<file path="src/rtl/tgc_pkg.sv">
package tgc_pkg;
    localparam int SEL_W = 2;
    localparam int N_SRC = 1 << SEL_W;

    typedef struct packed {
        logic samp;
    } samp_t;

    typedef struct packed {
        logic tgl;
        logic lvl;
    } cond_t;

    typedef struct packed {
        logic go;
        logic open;
        logic evt;
    } shot_t;
endpackage

</file>
<file path="src/rtl/tgc_sample.sv">
module tgc_sample
    import tgc_pkg::*;
#(
    parameter int SW = SEL_W,
    parameter int NS = N_SRC
) (
    input  logic          clk,
    input  logic          rst_n,
    input  logic [NS-1:0] src_vec_i,
    input  logic [SW-1:0] sel_i,
    input  logic          invert_i,
    output logic          samp_d_o,
    output logic          samp_q_o
);
    samp_t st_d, st_q;

    always_comb begin
        st_d      = st_q;
        st_d.samp = src_vec_i[sel_i] ^ invert_i;
    end

    always_ff @(posedge clk or negedge rst_n) begin
        if (!rst_n) st_q <= '0;
        else        st_q <= st_d;
    end

    assign samp_d_o = st_d.samp;
    assign samp_q_o = st_q.samp;
endmodule

</file>
<file path="src/rtl/tgc_toggle.sv">
module tgc_toggle
    import tgc_pkg::*;
(
    input  logic clk,
    input  logic rst_n,
    input  logic run_i,
    input  logic toggle_i,
    input  logic samp_d_i,
    input  logic samp_q_i,
    output logic lvl_d_o,
    output logic lvl_q_o
);
    cond_t c_d, c_q;
    logic  rise;

    always_comb begin
        rise    = samp_d_i & ~samp_q_i;
        c_d     = c_q;
        c_d.tgl = run_i ? (c_q.tgl ^ rise) : 1'b0;
        c_d.lvl = toggle_i ? c_d.tgl : samp_d_i;
    end

    always_ff @(posedge clk or negedge rst_n) begin
        if (!rst_n) c_q <= '0;
        else        c_q <= c_d;
    end

    assign lvl_d_o = c_d.lvl;
    assign lvl_q_o = c_q.lvl;

    // toggle stage held clear while the timer is stopped
    p_tgl_held_r4: assert property (@(posedge clk) disable iff (!rst_n)
        !run_i |=> !c_q.tgl);
endmodule

</file>
<file path="src/rtl/tgc_shot.sv">
module tgc_shot
    import tgc_pkg::*;
(
    input  logic clk,
    input  logic rst_n,
    input  logic shot_i,
    input  logic go_set_i,
    input  logic evt_clr_i,
    input  logic lvl_d_i,
    input  logic lvl_q_i,
    output logic open_o,
    output logic go_o,
    output logic evt_o
);
    shot_t s_d, s_q;
    logic  rise, fall, done;

    always_comb begin
        rise = lvl_d_i & ~lvl_q_i;
        fall = ~lvl_d_i & lvl_q_i;
        done = shot_i & s_q.open & fall;
        s_d  = s_q;
        if (!shot_i) begin
            s_d.go   = 1'b0;
            s_d.open = 1'b0;
        end else begin
            if (s_q.open) begin
                if (fall) begin
                    s_d.open = 1'b0;
                    s_d.go   = 1'b0;
                end
            end else if (s_q.go && rise) begin
                s_d.open = 1'b1;
            end
            if (go_set_i) s_d.go = 1'b1;
        end
        if (done)           s_d.evt = 1'b1;
        else if (evt_clr_i) s_d.evt = 1'b0;
    end

    always_ff @(posedge clk or negedge rst_n) begin
        if (!rst_n) s_q <= '0;
        else        s_q <= s_d;
    end

    assign open_o = s_q.open;
    assign go_o   = s_q.go;
    assign evt_o  = s_q.evt;

    // an open window implies the conditioned level is high
    p_open_high_r6: assert property (@(posedge clk) disable iff (!rst_n)
        s_q.open |-> lvl_q_i);
    // completion clears go unless re-armed in the same cycle
    p_done_clears_r7: assert property (@(posedge clk) disable iff (!rst_n)
        (shot_i && s_q.open && !lvl_d_i && !go_set_i) |=> !s_q.go);
    // completion raises the event flag
    p_done_flag_r7: assert property (@(posedge clk) disable iff (!rst_n)
        (shot_i && s_q.open && !lvl_d_i) |=> s_q.evt);
    // go cannot be held outside single-pulse mode
    p_off_no_go_r5: assert property (@(posedge clk) disable iff (!rst_n)
        !shot_i |=> !s_q.go);
endmodule

</file>
<file path="src/rtl/tmr_gate_cond.sv">
module tmr_gate_cond
    import tgc_pkg::*;
(
    input  logic             clk,
    input  logic             rst_n,
    input  logic             run_i,
    input  logic [SEL_W-1:0] src_sel_i,
    input  logic             pin_i,
    input  logic             ovf_i,
    input  logic             cmp1_i,
    input  logic             cmp2_i,
    input  logic             invert_i,
    input  logic             toggle_i,
    input  logic             one_shot_i,
    input  logic             go_set_i,
    input  logic             evt_clr_i,
    output logic             gate_en_o,
    output logic             gate_val_o,
    output logic             go_o,
    output logic             evt_o
);
    logic [N_SRC-1:0] src_vec;
    logic samp_d, samp_q, lvl_d, lvl_q, open;

    assign src_vec = {cmp2_i, cmp1_i, ovf_i, pin_i};

    tgc_sample #(.SW(SEL_W), .NS(N_SRC)) u_sample (
        .clk(clk), .rst_n(rst_n), .src_vec_i(src_vec), .sel_i(src_sel_i),
        .invert_i(invert_i), .samp_d_o(samp_d), .samp_q_o(samp_q));

    tgc_toggle u_toggle (
        .clk(clk), .rst_n(rst_n), .run_i(run_i), .toggle_i(toggle_i),
        .samp_d_i(samp_d), .samp_q_i(samp_q), .lvl_d_o(lvl_d), .lvl_q_o(lvl_q));

    tgc_shot u_shot (
        .clk(clk), .rst_n(rst_n), .shot_i(one_shot_i), .go_set_i(go_set_i),
        .evt_clr_i(evt_clr_i), .lvl_d_i(lvl_d), .lvl_q_i(lvl_q),
        .open_o(open), .go_o(go_o), .evt_o(evt_o));

    assign gate_val_o = lvl_q;
    assign gate_en_o  = run_i & (one_shot_i ? open : lvl_q);

    // in single-pulse mode the enable is only high while armed
    p_shot_needs_go_r6: assert property (@(posedge clk) disable iff (!rst_n)
        (one_shot_i && gate_en_o) |-> go_o);
endmodule

</file>
<file path="config.mk">
export PLATFORM = sky130hd
export DESIGN_NAME = tmr_gate_cond
export DESIGN_NICKNAME = d
export VERILOG_FILES = /design/src/rtl/tgc_pkg.sv /design/src/rtl/tgc_sample.sv /design/src/rtl/tgc_toggle.sv /design/src/rtl/tgc_shot.sv /design/src/rtl/tmr_gate_cond.sv
export SDC_FILE = /design/constraint.sdc
export NUM_CORES = 1
export LEC_CHECK = 0
export BUFFER_PORTS_ARGS = -buffer_cell sky130_fd_sc_hd__buf_2
export CAP_MARGIN = 25
export CORE_AREA = 2 2 39 41
export DETAILED_ROUTE_END_ITERATION = 10
export DIE_AREA = 0 0 41 43
export GPL_TIMING_DRIVEN = 0
export HOLD_SLACK_MARGIN = 0.05
export SYNTH_ARGS = -nofsm -noshare
export SYNTH_HDL_FRONTEND = slang
export SYNTH_SLANG_ARGS = --single-unit
</file>
<file path="constraint.sdc">
create_clock -name clk -period 3.9 [get_ports clk]
set_input_delay 0.78 -clock clk [delete_from_list [all_inputs] [get_ports clk]]
set_output_delay 0.78 -clock clk [all_outputs]
set_load 0.005 [all_outputs]
</file>
=== Word level (Yosys, flattened, before mapping) ===
Index checks and enable logic that the tools add are counted.

* Output and inout port bits: 4
* Flip-flop bits (word level): 6
* Word-level logic and storage cells: 36

* $lt $le $gt $ge: 1
* Equality and inequality tests: 2
* Bitwise logic cells: 11
* Reduce and logical (&&, ||, !) cells: 3
* Muxes and demuxes: 13

{| class="wikitable"
|+ Operator list
! operator !! number
|-
| $mux 1 || 10
|-
| $and 1x1->1 || 6
|-
| $ne 3x1->1 const B || 2
|-
| $mux 2 || 2
|-
| $lt 2x3->1 const B || 1
|-
| $not 1->1 || 3
|-
| $bmux 1 s2 || 1
|-
| $reduce_and 2->1 || 1
|-
| $reduce_bool 2->1 || 1
|-
| $xor 1x1->1 || 2
|-
| $logic_and 1x1->1 || 1
|}

=== Logic depth before layout (Yosys ltp) ===
Gate-level depths: netlist (run 1).

* Depth after elaboration: 13
* Depth in mapped cells: 5
* Mapped depth without buffers: 5

=== Hierarchy ===
A second synthesis (run 1) with hierarchy kept.

* Cells, all modules: 29
* Area total of the unflattened synthesis: 309.0 µm²

{| class="wikitable"
|+ Modules (own cells, without submodules)
! module !! area each (µm²) !! cells each !! instances
|-
| tgc_shot || 136.4 || 14 || 1
|-
| tgc_toggle || 100.1 || 10 || 1
|-
| tgc_sample || 56.3 || 3 || 1
|-
| tmr_gate_cond || 16.3 || 2 || 1
|}

=== Least setup slack after synthesis (run 1) ===
No wires, ideal clock.

* Path kind: input port to flip-flop
* From: in src_sel_i[1]
* To: reg u_shot.s_q, in the netlist u_shot.go_o
* Setup time: 0.123 ns
* Setup slack: 1.955 ns
* Stages on the path: 5
* Arrival time: 1.823 ns
* Cells stage by stage: mux2i_1 mux2i_1 a211o_1 o211ai_2 o221a_1

* Cells in the longest elaborated chain, start to end: 11

{| class="wikitable"
|+ Ends and longest elaborated chain
! what !! RTL line !! RTL
|-
| start: declaration || tmr_gate_cond.sv:7 || <nowiki>input logic [SEL_W-1:0] src_sel_i,</nowiki>
|-
| $bmux 1 s2 (*) || tgc_sample.sv:19 || <nowiki>st_d.samp = src_vec_i[sel_i] ^ invert_i;</nowiki>
|-
| $mux 1 (not written as such) (*) || tgc_sample.sv:19 ||
|-
| $xor 1x1->1 (*) || tgc_sample.sv:19 ||
|-
| $and 1x1->1 || tgc_toggle.sv:17 || <nowiki>rise = samp_d_i & ~samp_q_i;</nowiki>
|-
| $xor 1x1->1 || tgc_toggle.sv:19 || <nowiki>c_d.tgl = run_i ? (c_q.tgl ^ rise) : 1'b0;</nowiki>
|-
| $mux 1 || tgc_toggle.sv:19 ||
|-
| $mux 1 (*) || tgc_toggle.sv:20 || <nowiki>c_d.lvl = toggle_i ? c_d.tgl : samp_d_i;</nowiki>
|-
| named net lvl_d || tmr_gate_cond.sv:23 || <nowiki>logic samp_d, samp_q, lvl_d, lvl_q, open;</nowiki>
|-
| $not 1->1 (*) || tgc_shot.sv:20 || <nowiki>fall = ~lvl_d_i & lvl_q_i;</nowiki>
|-
| $and 1x1->1 (*) || tgc_shot.sv:20 ||
|-
| $ne 3x1->1 (no line) (*) || - ||
|-
| $reduce_and 2->1 (no line) (*) || - ||
|-
| end signal: assignment || tgc_shot.sv:42 || <nowiki>if (!rst_n) s_q <= '0;</nowiki>
|-
| end signal: assignment || tgc_shot.sv:43 || <nowiki>else s_q <= s_d;</nowiki>
|-
| end: declaration || tgc_shot.sv:15 || <nowiki>shot_t s_d, s_q;</nowiki>
|}

Mark *: on every way through the listed nets, which the timed path passes. The rest lies on a longest branch. The select of a mux whose other input is x is not followed.
A chain may end at the register's enable or synchronous reset.

=== Worst setup path after layout (run 1) ===
* From: in one_shot_i
* To: out gate_en_o

* Cells in the longest elaborated chain, start to end: 2

{| class="wikitable"
|+ Ends and longest elaborated chain
! what !! RTL line !! RTL
|-
| start: declaration || tmr_gate_cond.sv:14 || <nowiki>input logic one_shot_i,</nowiki>
|-
| $mux 1 || tmr_gate_cond.sv:41 || <nowiki>assign gate_en_o = run_i & (one_shot_i ? open : lvl_q);</nowiki>
|-
| $and 1x1->1 || tmr_gate_cond.sv:41 ||
|-
| end: declaration || tmr_gate_cond.sv:17 || <nowiki>output logic gate_en_o,</nowiki>
|}

Every way passes these cells.

==> results of run 1 <==
[flip-flops by register name, indices dropped and copies added (netlist names)]
register           flops
u_sample.samp_q_o      1
u_shot.evt_o           1
u_toggle.lvl_q_o       1
u_shot.open_o          1
u_toggle.c_q           1
u_shot.go_o            1
[power groups by stage]
stage	Combinational [mW]	Clock [mW]	Sequential [mW]
3_5_place_dp	0.0496	0	0.0773
4_1_cts	0.0499	0.0581	0.0763
6_report	0.0487	0.0557	0.0761
5_1_grt	0.0552	0.0617	0.0771
2_1_floorplan	0.0305	0	0.0761
3_3_place_gp	0.0482	0	0.0770
[synthesized netlist by cell type]
library cell / instances
sky130_fd_sc_hd__dfrtp_1: 6
sky130_fd_sc_hd__inv_1: 5
sky130_fd_sc_hd__mux2i_1: 4
sky130_fd_sc_hd__xnor2_1: 3
sky130_fd_sc_hd__nand3_1: 2
sky130_fd_sc_hd__nor2_1: 2
sky130_fd_sc_hd__nor3b_1: 2
sky130_fd_sc_hd__o2111ai_1: 2
sky130_fd_sc_hd__a211o_1: 1
sky130_fd_sc_hd__and3_1: 1
sky130_fd_sc_hd__and3b_1: 1
sky130_fd_sc_hd__and4_1: 1
sky130_fd_sc_hd__mux2i_2: 1
sky130_fd_sc_hd__mux2i_4: 1
sky130_fd_sc_hd__nand2_1: 1
sky130_fd_sc_hd__nand3b_1: 1
sky130_fd_sc_hd__nor3_1: 1
sky130_fd_sc_hd__o211ai_2: 1
sky130_fd_sc_hd__o21ai_0: 1
sky130_fd_sc_hd__o221a_1: 1
sky130_fd_sc_hd__o22ai_1: 1
[metal layers]
metal / GRT usage [%] / vias to the layer above / share of wire [%]
met5: 0 / - / 0
met4: 10.0 / 0 / 3.5
met3: 2.62 / 4 / 9.6
met2: 18.1 / 18 / 45
met1: 11.9 / 176 / 42
li1: - / 185 / -
[layout make-up]
type                       count  area share (%)
sequential                     6            28.2
inverter                       5            3.52
timing repair buffer          17            16.0
clock buffer                   3            4.23
tap                           16            3.76
multi-input combinational     28            44.4
[cells by family (layout without fill, tap and decap cells)]
family | count (synthesis) | in the layout | synth area share (%)
buf+inv | 5 | 25 | 4.63
mux | 6 | 6 | 18.8
simple gates | 12 | 12 | 17.9
xor+xnor | 3 | 3 | 6.48
compound gates | 7 | 7 | 15.1
flops | 6 | 6 | 37.0
[worst min-delay path by stage]
stage / start / end
2_1_floorplan: rst_n / u_sample.samp_q_o$_DFF_PN0_
3_3_place_gp: u_shot.evt_o$_DFFE_PN0P_ / u_shot.evt_o$_DFFE_PN0P_
3_5_place_dp: u_shot.evt_o$_DFFE_PN0P_ / u_shot.evt_o$_DFFE_PN0P_
4_1_cts: rst_n / u_toggle.lvl_q_o$_DFF_PN0_
5_1_grt: rst_n / u_toggle.lvl_q_o$_DFF_PN0_
6_report: rst_n / u_shot.open_o$_DFF_PN0_
[through the flow]
step	utilization [%]	std cells
2_1_floorplan	-	39
3_3_place_gp	36.9	72
4_1_cts	38.5	75
5_1_grt	38.5	75
6_report	38.5	75
3_5_place_dp	36.9	72
[layout by cell type, fill, tap and decap left out]
cell and instances:
sky130_fd_sc_hd__o22ai_1 1, sky130_fd_sc_hd__nand3_1 2, sky130_fd_sc_hd__and4_1 1, sky130_fd_sc_hd__o2111ai_1 2, sky130_fd_sc_hd__clkbuf_4 3, sky130_fd_sc_hd__nand2_1 1, sky130_fd_sc_hd__mux2i_4 1, sky130_fd_sc_hd__dfrtp_1 6
sky130_fd_sc_hd__buf_2 17, sky130_fd_sc_hd__mux2i_2 1, sky130_fd_sc_hd__a211o_1 1, sky130_fd_sc_hd__o221a_1 1, sky130_fd_sc_hd__nor3_1 1, sky130_fd_sc_hd__xnor2_1 3, sky130_fd_sc_hd__o21ai_0 1, sky130_fd_sc_hd__nand3b_1 1
sky130_fd_sc_hd__and3b_1 1, sky130_fd_sc_hd__inv_1 5, sky130_fd_sc_hd__mux2i_1 4, sky130_fd_sc_hd__nor2_1 2, sky130_fd_sc_hd__and3_1 1, sky130_fd_sc_hd__nor3b_1 2, sky130_fd_sc_hd__o211ai_2 1
==> results.json, run 1 <==
{
  "cts_root_buf": "sky130_fd_sc_hd__clkbuf_4",
  "io_buffer_count": 17,
  "grt_pass1_vias": 364,
  "synth_area_per_cell_sq_um": 10.4,
  "mappedNetlistArea_sq_um": 405,
  "total_leakage_power_nw": 0.264,
  "crit_path_max_incr_delay_ns": 0.19,
  "clk_pin_slew_worst_paths_ns": 0.04,
  "relSlewSlack_pct": 81.7,
  "critPathArrivalTime_ns": 1.26,
  "drcViolationCount": 0,
  "post_route_cells_drive_above_1_share_pct": 39.0,
  "place_congestion": 0.717,
  "num_vias": 383,
  "critical-path-top-cell-by-count": "sky130_fd_sc_hd__buf_2",
  "layout.cell_area.non_filler_sq_um": 533,
  "power.clock.fraction_pct": 30.9,
  "timing_worst_setup_path_type": "in -> out",
  "grt_usage_pct": 11.6,
  "final_net_count": 75,
  "ys_ff_latch": 6,
  "placementRows": 14,
  "worstRegToRegCells": 5,
  "ir_drop_mv": 0.166,
  "synthesis.nets": 53,
  "post_drt_via_cell_ratio": 5.11,
  "routed_wire_length_per_instance_um": 10.9,
  "drv.max_cap_violation_count": 0,
  "critical-path-top-delay-family": "buffers and inverters",
  "power.share.combinational_pct": 27.0,
  "area_growth_syn_to_layout_pct": 31.5,
  "tritoncts.num_buffers": 3,
  "timing.reg2reg.setup_slack_ns": 2.40,
  "post_cts_resize_count": 0,
  "firstDrtPassIters": 2,
  "cts-htree-levels": 1,
  "cts_setup_buffers": 0,
  "final.setup_skew_ns": 0.000694,
  "netlist-cell-type-count": 21,
  "maximum_number_of_pins_on_one_net_before_global_route_repair": 7,
  "report.final.hold_viol_count": 0,
  "floorplan.die.width_um": 41,
  "switching_portion_of_total_power_pct": 28.4,
  "syn-instance-count": 39,
  "worst-path-buf-inv": 2,
  "intPower_mw": 0.129,
  "warnings_synthesis": 0,
  "fill_cells": 141,
  "clkSinkCount": 6,
  "period_minus_slack_ns": 2.04,
  "finalSetupTns_ns": 0,
  "antenna_violating_nets_post_route": 0,
  "placed_cell_area_sq_um": 510,
  "ctsLongestPathBuffers": 2,
  "grt_antenna_before_repair": 0,
  "layout_setup_ws_ns": 1.86,
  "sequential_cell_area_sq_um": 150,
  "floorplan.die_area_sq_mm": 0.00176,
  "totalPowerFinal_mw": 0.180,
  "critical_path_depth": 4,
  "hold_class": "in -> async",
  "whs_ns": 0.356,
  "pin_count": 18,
  "reg2reg_from": "u_sample.samp_q_o$_DFF_PN0_",
  "run_status": "finished clean",
  "worstPathRequired_ns": 3.12,
  "synth.area.top_cells": "sky130_fd_sc_hd__dfrtp_1, sky130_fd_sc_hd__mux2i_1, sky130_fd_sc_hd__xnor2_1",
  "period_share_pct": 52.4,
  "timing_worst_slew_pin_value_ns": 0.267,
  "crit_chain": "buf_2 > mux2i_1 > nor2_1 > buf_2",
  "yosysTopAreaCell": "sky130_fd_sc_hd__dfrtp_1",
  "initial_utilization_pct": 29.3,
  "n_antenna_cell": 0,
  "first_pass_grt_wire_length_um": 1330,
  "finalWirelength_um": 821,
  "yosysTopAreaCellShare_pct": 37.0,
  "ys_seq_area_share_pct": 37.0,
  "clock_latency_ns": 0.24,
  "max_freq_mhz": 490,
  "coreArea_sq_mm": 0.00138,
  "worstSetupStartpoint": "one_shot_i",
  "die_height_um": 43,
  "setup.worst_path.end": "gate_en_o",
  "pwr-share-seq_pct": 42.2,
  "slowest_stage": "sky130_fd_sc_hd__mux2i_1",
  "cts.hold.buffers_added": 0,
  "worst_flop_to_flop_path_endpoint": "u_shot.open_o$_DFF_PN0_",
  "dr.first_iter.drc_count": 1,
  "finalSetupViolations": 0,
  "area_of_the_multi_input_gates_sq_um": 236,
  "powerDensity_mw_per_mm2": 339,
  "rsz0062_at_grt": "false",
  "place_hpwl_um": 690,
  "overflow": 0,
  "switching_power_mw": 0.0512,
  "critPathLaunchType": "input port",
  "path_max_fanout": 4,
  "maxSlewViolCount": 0,
  "detailedPlace.worstSlack_ns": 1.68,
  "tritoncts": "built",
  "end_kind": "primary output"
}
(Power assumes the default switching activity.)
==> inputs of run 2 (changes only) <==
--- a/config.mk
+++ b/config.mk
@@ -5,6 +5,7 @@
 export SDC_FILE = /design/constraint.sdc
 export NUM_CORES = 1
 export LEC_CHECK = 0
+export ABC_AREA = 1
 export BUFFER_PORTS_ARGS = -buffer_cell sky130_fd_sc_hd__buf_2
 export CAP_MARGIN = 25
 export CORE_AREA = 2 2 39 41
==> constraint.sdc (replaced) <==
create_clock -name clk -period 1.9 [get_ports clk]
set_input_delay 0.38 -clock clk [delete_from_list [all_inputs] [get_ports clk]]
set_output_delay 0.38 -clock clk [all_outputs]
set_load 0.005 [all_outputs]
==> results.json, run 2 <==
{
  "use_met1_pct": 12.1,
  "post_route_cells_drive_above_1_share_pct": 43.7,
  "period_share_pct": 74.6,
  "placementRows": 14,
  "clock_latency_ns": 0.24,
  "fill_cells": 151,
  "ctsLongestPathBuffers": 2,
  "maxSlewViolCount": 0,
  "pin_count": 18,
  "finalSetupTns_ns": 0,
  "total_leakage_power_nw": 0.320,
  "place_congestion": 0.758,
  "synth.top_cells.by_count": "sky130_fd_sc_hd__nand2_1, sky130_fd_sc_hd__inv_1, sky130_fd_sc_hd__dfrtp_1",
  "powerDensity_mw_per_mm2": 665,
  "grt_use_met2_pct": 17.8,
  "num_vias": 375,
  "worst-path-buf-inv": 2,
  "end_kind": "primary output",
  "worstRegToRegCells": 6,
  "overflow": 0,
  "max_freq_mhz": 706,
  "n_antenna_cell": 0,
  "netlist-cell-type-count": 11,
  "drcViolationCount": 0,
  "cts-htree-levels": 1,
  "layout_setup_ws_ns": 0.483,
  "first_pass_grt_wire_length_um": 1290,
  "report.final.hold_viol_count": 0,
  "most_frequent_standard_cell_in_the_layout_excluding_fill_and_tap_cells": "sky130_fd_sc_hd__buf_2",
  "postSynth.topFlopCell": "sky130_fd_sc_hd__dfrtp_1",
  "grt_use_met3_pct": 3.14,
  "layout.cell_area.non_filler_sq_um": 533,
  "worstPathRequired_ns": 1.52,
  "die_height_um": 43,
  "timing_worst_setup_path_type": "reg -> out",
  "placed_cell_area_sq_um": 500,
  "critical_path_depth": 5,
  "routed_wire_length_per_instance_um": 9.18,
  "final_cell_count_no_fill": 87,
  "timing_worst_slew_pin_value_ns": 0.147,
  "ys_seq_area_share_pct": 38.0,
  "hold_class": "in -> reg",
  "dp.cells": 83,
  "maximum_number_of_pins_on_one_net_before_global_route_repair": 7,
  "grt_pass1_vias": 356,
  "coreArea_sq_mm": 0.00138,
  "ys_ff_latch": 6,
  "relSlewSlack_pct": 90.2,
  "floorplan.die_area_sq_mm": 0.00176,
  "synth.most_common_cell": "sky130_fd_sc_hd__nand2_1",
  "synthesis.nets": 64,
  "totalPowerFinal_mw": 0.354,
  "run_status": "finished clean",
  "syn-instance-count": 50,
  "grt_antenna_before_repair": 0,
  "layout.cells.most_common_list": "sky130_fd_sc_hd__buf_2, sky130_fd_sc_hd__nand2_1, sky130_fd_sc_hd__inv_1, sky130_fd_sc_hd__dfrtp_1",
  "whs_ns": 0.349,
  "tritoncts.num_buffers": 3,
  "mappedNetlistArea_sq_um": 395,
  "io_buffer_count": 17,
  "final.setup_skew_ns": 0.00362,
  "floorplan.die.width_um": 41,
  "layout_utilization_pct": 38.5,
  "ir_drop_mv": 0.321,
  "post_drt_via_cell_ratio": 4.31,
  "finalWirelength_um": 799,
  "area_growth_syn_to_layout_pct": 34.8,
  "synthArstFlopShare_pct": 100,
  "dr.first_iter.drc_count": 9,
  "critical-path-top-delay-family": "flip-flops",
  "min_delay_path_depth": 3,
  "synth.area.top_cells": "sky130_fd_sc_hd__dfrtp_1, sky130_fd_sc_hd__nand2_1, sky130_fd_sc_hd__inv_1",
  "final_net_count": 87,
  "detailedPlace.worstSlack_ns": 0.434,
  "place_hpwl_um": 655,
  "area_of_the_multi_input_gates_sq_um": 204,
  "yosysTopAreaCell": "sky130_fd_sc_hd__dfrtp_1",
  "initial_utilization_pct": 28.6,
  "crit_chain": "inv_1 > nor2_1 > nor2_1 > nor2_1 > buf_2",
  "yosysTopAreaCellShare_pct": 38.0,
  "drv.max_cap_violation_count": 0,
  "slowest_stage": "sky130_fd_sc_hd__dfrtp_1",
  "firstDrtPassIters": 4,
  "grt_most_used_layer": "met2",
  "antenna_violating_nets_post_route": 0,
  "finalSetupViolations": 0,
  "tritoncts": "built",
  "clk_pin_slew_worst_paths_ns": 0.05,
  "count_of_flip_flops_with_a_built_in_enable_after_synthesis": 0,
  "warnings_synthesis": 0,
  "grt_usage_pct": 11.0,
  "rsz0062_at_grt": "false",
  "critPathLaunchType": "flip-flop",
  "crit_path_max_incr_delay_ns": 0.40,
  "clkSinkCount": 6,
  "cts_root_buf": "sky130_fd_sc_hd__clkbuf_4",
  "critical-path-top-cell-by-count": "sky130_fd_sc_hd__nor2_1",
  "synth_area_per_cell_sq_um": 7.91,
  "sequential_cell_area_sq_um": 150,
  "period_minus_slack_ns": 1.42,
  "path_max_fanout": 4,
  "critPathArrivalTime_ns": 1.04
}
## run 2: cell count changes in the layout (fill, tap and decap cells not counted), sizes merged, moves of 3 or more
cell	change
xnor2	-3
nand3	+4
inv	+6
mux2i	-6
nand2	+19
## run 2: final timing paths
check	slack [ns]	from	endpoint
worst max-delay path	0.48	u_toggle.lvl_q_o$_DFF_PN0_	gate_en_o
worst min-delay path	0.35	go_set_i	u_shot.go_o$_DFFE_PN0P_
worst max register to register	0.86	u_sample.samp_q_o$_DFF_PN0_	u_shot.go_o$_DFFE_PN0P_
worst min register to register	0.48	u_shot.evt_o$_DFFE_PN0P_	u_shot.evt_o$_DFFE_PN0P_
max in group asynchronous	1.26	rst_n	u_shot.open_o$_DFF_PN0_
min in group asynchronous	0.49	rst_n	u_sample.samp_q_o$_DFF_PN0_
## run 2: where the power goes
group          switching, mW  internal [mW]  total (mW)
combinational         0.0509         0.0372      0.0881
clock                 0.0481         0.0716       0.120
sequential           0.00738          0.139       0.147
## run 2: cells by family (layout without fill, tap and decap cells)
family,count (synthesis),count (layout),share of synthesized area (%)
compound gates,1,1,2.22
flops,6,6,38.0
simple gates,32,32,49.4
buf+inv,11,32,10.4
## run 2: area by class of cell
cell class | instances | share of cell area [%]
clock buffer | 3 | 4.23
tap | 16 | 3.76
inverter | 11 | 7.75
timing repair buffer | 18 | 17.8
sequential | 6 | 28.2
multi-input combinational | 33 | 38.3
## run 2: metal layers
metal	wire length [um]	up-vias
li1	-	194
met1	317	174
met2	448	5
met3	20	2
met4	13	0
met5	0	-
## run 2: worst reg2reg max path, cell delays in order, from the launching register on
cell and delay [ns]:
sky130_fd_sc_hd__dfrtp_1 0.36, sky130_fd_sc_hd__inv_1 0.12, sky130_fd_sc_hd__nand3_2 0.12, sky130_fd_sc_hd__nand4_4 0.11
sky130_fd_sc_hd__nand4_1 0.10, sky130_fd_sc_hd__nand2_1 0.07, sky130_fd_sc_hd__nand2_1 0.05
## run 2: what timing repair did
| item | 4_1_cts | 5_1_grt |
|---|---|---|
| hold endpoints to repair | 6 | 0 |
| hold buffers | 1 | 0 |
| gates resized for setup | 0 | 0 |
| setup buffers | 0 | 0 |
==> inputs of run 3 (changes only) <==
--- a/config.mk
+++ b/config.mk
@@ -5,7 +5,7 @@
 export SDC_FILE = /design/constraint.sdc
 export NUM_CORES = 1
 export LEC_CHECK = 0
-export ABC_AREA = 1
+export ABC_AREA = 0
 export BUFFER_PORTS_ARGS = -buffer_cell sky130_fd_sc_hd__buf_2
 export CAP_MARGIN = 25
 export CORE_AREA = 2 2 39 41
==> constraint.sdc (replaced) <==
create_clock -name clk -period 1.3 [get_ports clk]
set_input_delay 0.26 -clock clk [delete_from_list [all_inputs] [get_ports clk]]
set_output_delay 0.26 -clock clk [all_outputs]
set_load 0.005 [all_outputs]
==> results.json, run 3 (synthesis results as in run 1) <==
{
  "period_minus_slack_ns": 1.46,
  "ctsLongestPathBuffers": 2,
  "worst_flop_to_flop_path_endpoint": "u_shot.go_o$_DFFE_PN0P_",
  "ir_drop_mv": 0.408,
  "grt_usage_pct": 12.3,
  "clkSinkCount": 6,
  "io_buffer_count": 17,
  "placementRows": 14,
  "layout_setup_ws_ns": -0.165,
  "floorplan.die.width_um": 41,
  "rsz0062_at_grt": "true",
  "final.setup_skew_ns": 0.00227,
  "total_leakage_power_nw": 0.285,
  "critPathArrivalTime_ns": 1.59,
  "finalSetupViolations": 4,
  "floorplan.die_area_sq_mm": 0.00176,
  "post_route_cells_drive_above_1_share_pct": 50.8,
  "maxSlewViolCount": 0,
  "worstPathRequired_ns": 1.42,
  "sequential_cell_area_sq_um": 151,
  "grt_use_met2_pct": 19.1,
  "initial_utilization_pct": 29.3,
  "post_drt_via_cell_ratio": 5.08,
  "num_vias": 401,
  "cts-htree-levels": 1,
  "crit_chain": "and3b_1 > mux2i_2 > a211o_1 > o211ai_2 > o221a_1",
  "grt_antenna_before_repair": 0,
  "max_freq_mhz": 683,
  "tritoncts.num_buffers": 3,
  "critPathLaunchType": "flip-flop",
  "routed_wire_length_per_instance_um": 11.4,
  "reg2reg_from": "u_sample.samp_q_o$_DFF_PN0_",
  "fill_cells": 133,
  "place_hpwl_um": 686,
  "most_frequent_standard_cell_in_the_layout_excluding_fill_and_tap_cells": "sky130_fd_sc_hd__buf_2",
  "hold_class": "in -> reg",
  "pin_count": 18,
  "report.final.hold_viol_count": 0,
  "coreArea_sq_mm": 0.00138,
  "failed_checks": "setup timing",
  "final_cell_count_no_fill": 79,
  "dp.cells": 72,
  "timing_worst_slew_pin_value_ns": 0.251,
  "clk_pin_slew_worst_paths_ns": 0.04,
  "cts_root_buf": "sky130_fd_sc_hd__clkbuf_4",
  "relSlewSlack_pct": 82.8,
  "n_antenna_cell": 0,
  "run_status": "finished with violations",
  "totalPowerFinal_mw": 0.592,
  "dr.first_iter.drc_count": 6,
  "maximum_number_of_pins_on_one_net_before_global_route_repair": 7,
  "clock_latency_ns": 0.24,
  "whs_ns": 0.213,
  "die_height_um": 43,
  "path_max_fanout": 4,
  "drcViolationCount": 0,
  "grt_pass1_vias": 355,
  "area_of_the_multi_input_gates_sq_um": 282,
  "place_congestion": 0.712,
  "powerDensity_mw_per_mm2": 967,
  "grt_most_used_layer": "met2",
  "period_share_pct": 113,
  "first_pass_grt_wire_length_um": 1390,
  "antenna_violating_nets_post_route": 0,
  "end_kind": "flip-flop",
  "final_net_count": 79,
  "timing_worst_setup_path_type": "reg -> reg",
  "use_met1_pct": 13.6,
  "grt_use_met3_pct": 2.09,
  "setup.worst_path.end": "u_shot.go_o$_DFFE_PN0P_",
  "drv.max_cap_violation_count": 0,
  "worstSetupStartpoint": "u_sample.samp_q_o$_DFF_PN0_",
  "layout_utilization_pct": 44.2,
  "firstDrtPassIters": 4,
  "slowest_stage": "sky130_fd_sc_hd__dfrtp_1",
  "overflow": 0,
  "tritoncts": "built",
  "worstRegToRegCells": 5,
  "layout.cells.most_common_list": "sky130_fd_sc_hd__buf_2, sky130_fd_sc_hd__inv_1, sky130_fd_sc_hd__dfrtp_1",
  "timing.reg2reg.setup_slack_ns": -0.16,
  "area_growth_syn_to_layout_pct": 50.9,
  "crit_path_max_incr_delay_ns": 0.38,
  "finalWirelength_um": 897
}
-- run 3: worst max-delay path: cells and delay by family, from the launching register on --
| family | cells | cell delay (ns) |
|---|---|---|
| AO/OA/AOI/OAI | 3 | 0.55 |
| multiplexers | 1 | 0.21 |
| flip-flops | 1 | 0.38 |
| AND/OR/NAND/NOR | 1 | 0.20 |
-- run 3: cell type report --
type	instances	share of cell area (%)
Multi-Input combinational cell	28	46.0
Sequential cell	6	24.7
Timing Repair Buffer	21	19.2
Clock buffer	3	3.68
Tap cell	16	3.27
Inverter	5	3.07
-- run 3: through the flow --
step	area (sq um)	setup WS [ns]	setup TNS [ns]
global placement	537	-0.383	-1.26
detailed placement	537	-0.377	-1.27
finish	612	-0.165	-0.478
floorplan	432	-0.0510	-0.0900
CTS	581	-0.172	-0.447
global route	612	-0.277	-0.915
-- run 3: how the worst min path moves through the flow --
stage                    from                     endpoint  cells past startpoint
floorplan               rst_n  u_sample.samp_q_o$_DFF_PN0_                      0
global placement        rst_n     u_shot.evt_o$_DFFE_PN0P_                      1
detailed placement      rst_n     u_shot.evt_o$_DFFE_PN0P_                      1
CTS                 evt_clr_i     u_shot.evt_o$_DFFE_PN0P_                      2
global route        evt_clr_i     u_shot.evt_o$_DFFE_PN0P_                      2
finish              evt_clr_i     u_shot.evt_o$_DFFE_PN0P_                      2
-- run 3: power by group --
group	switching, mW	internal (mW)
Clock	0.0628	0.104
Combinational	0.0879	0.107
Sequential	0.0215	0.209
Total	0.172	0.420
-- run 3: repair_timing --
action	in CTS	in global routing
pin swaps	1	3
setup buffers	1	2
setup endpoints to repair	3	6
gates cloned	0	0
resized for setup	1	4
hold endpoints to repair	6	0
hold buffers	1	0
-- run 3: per-layer routing --
metal	routed length [um]	share of wire, %
met3	77	8.6
met1	364	41
met4	6	0.67
met5	0	0
met2	448	50
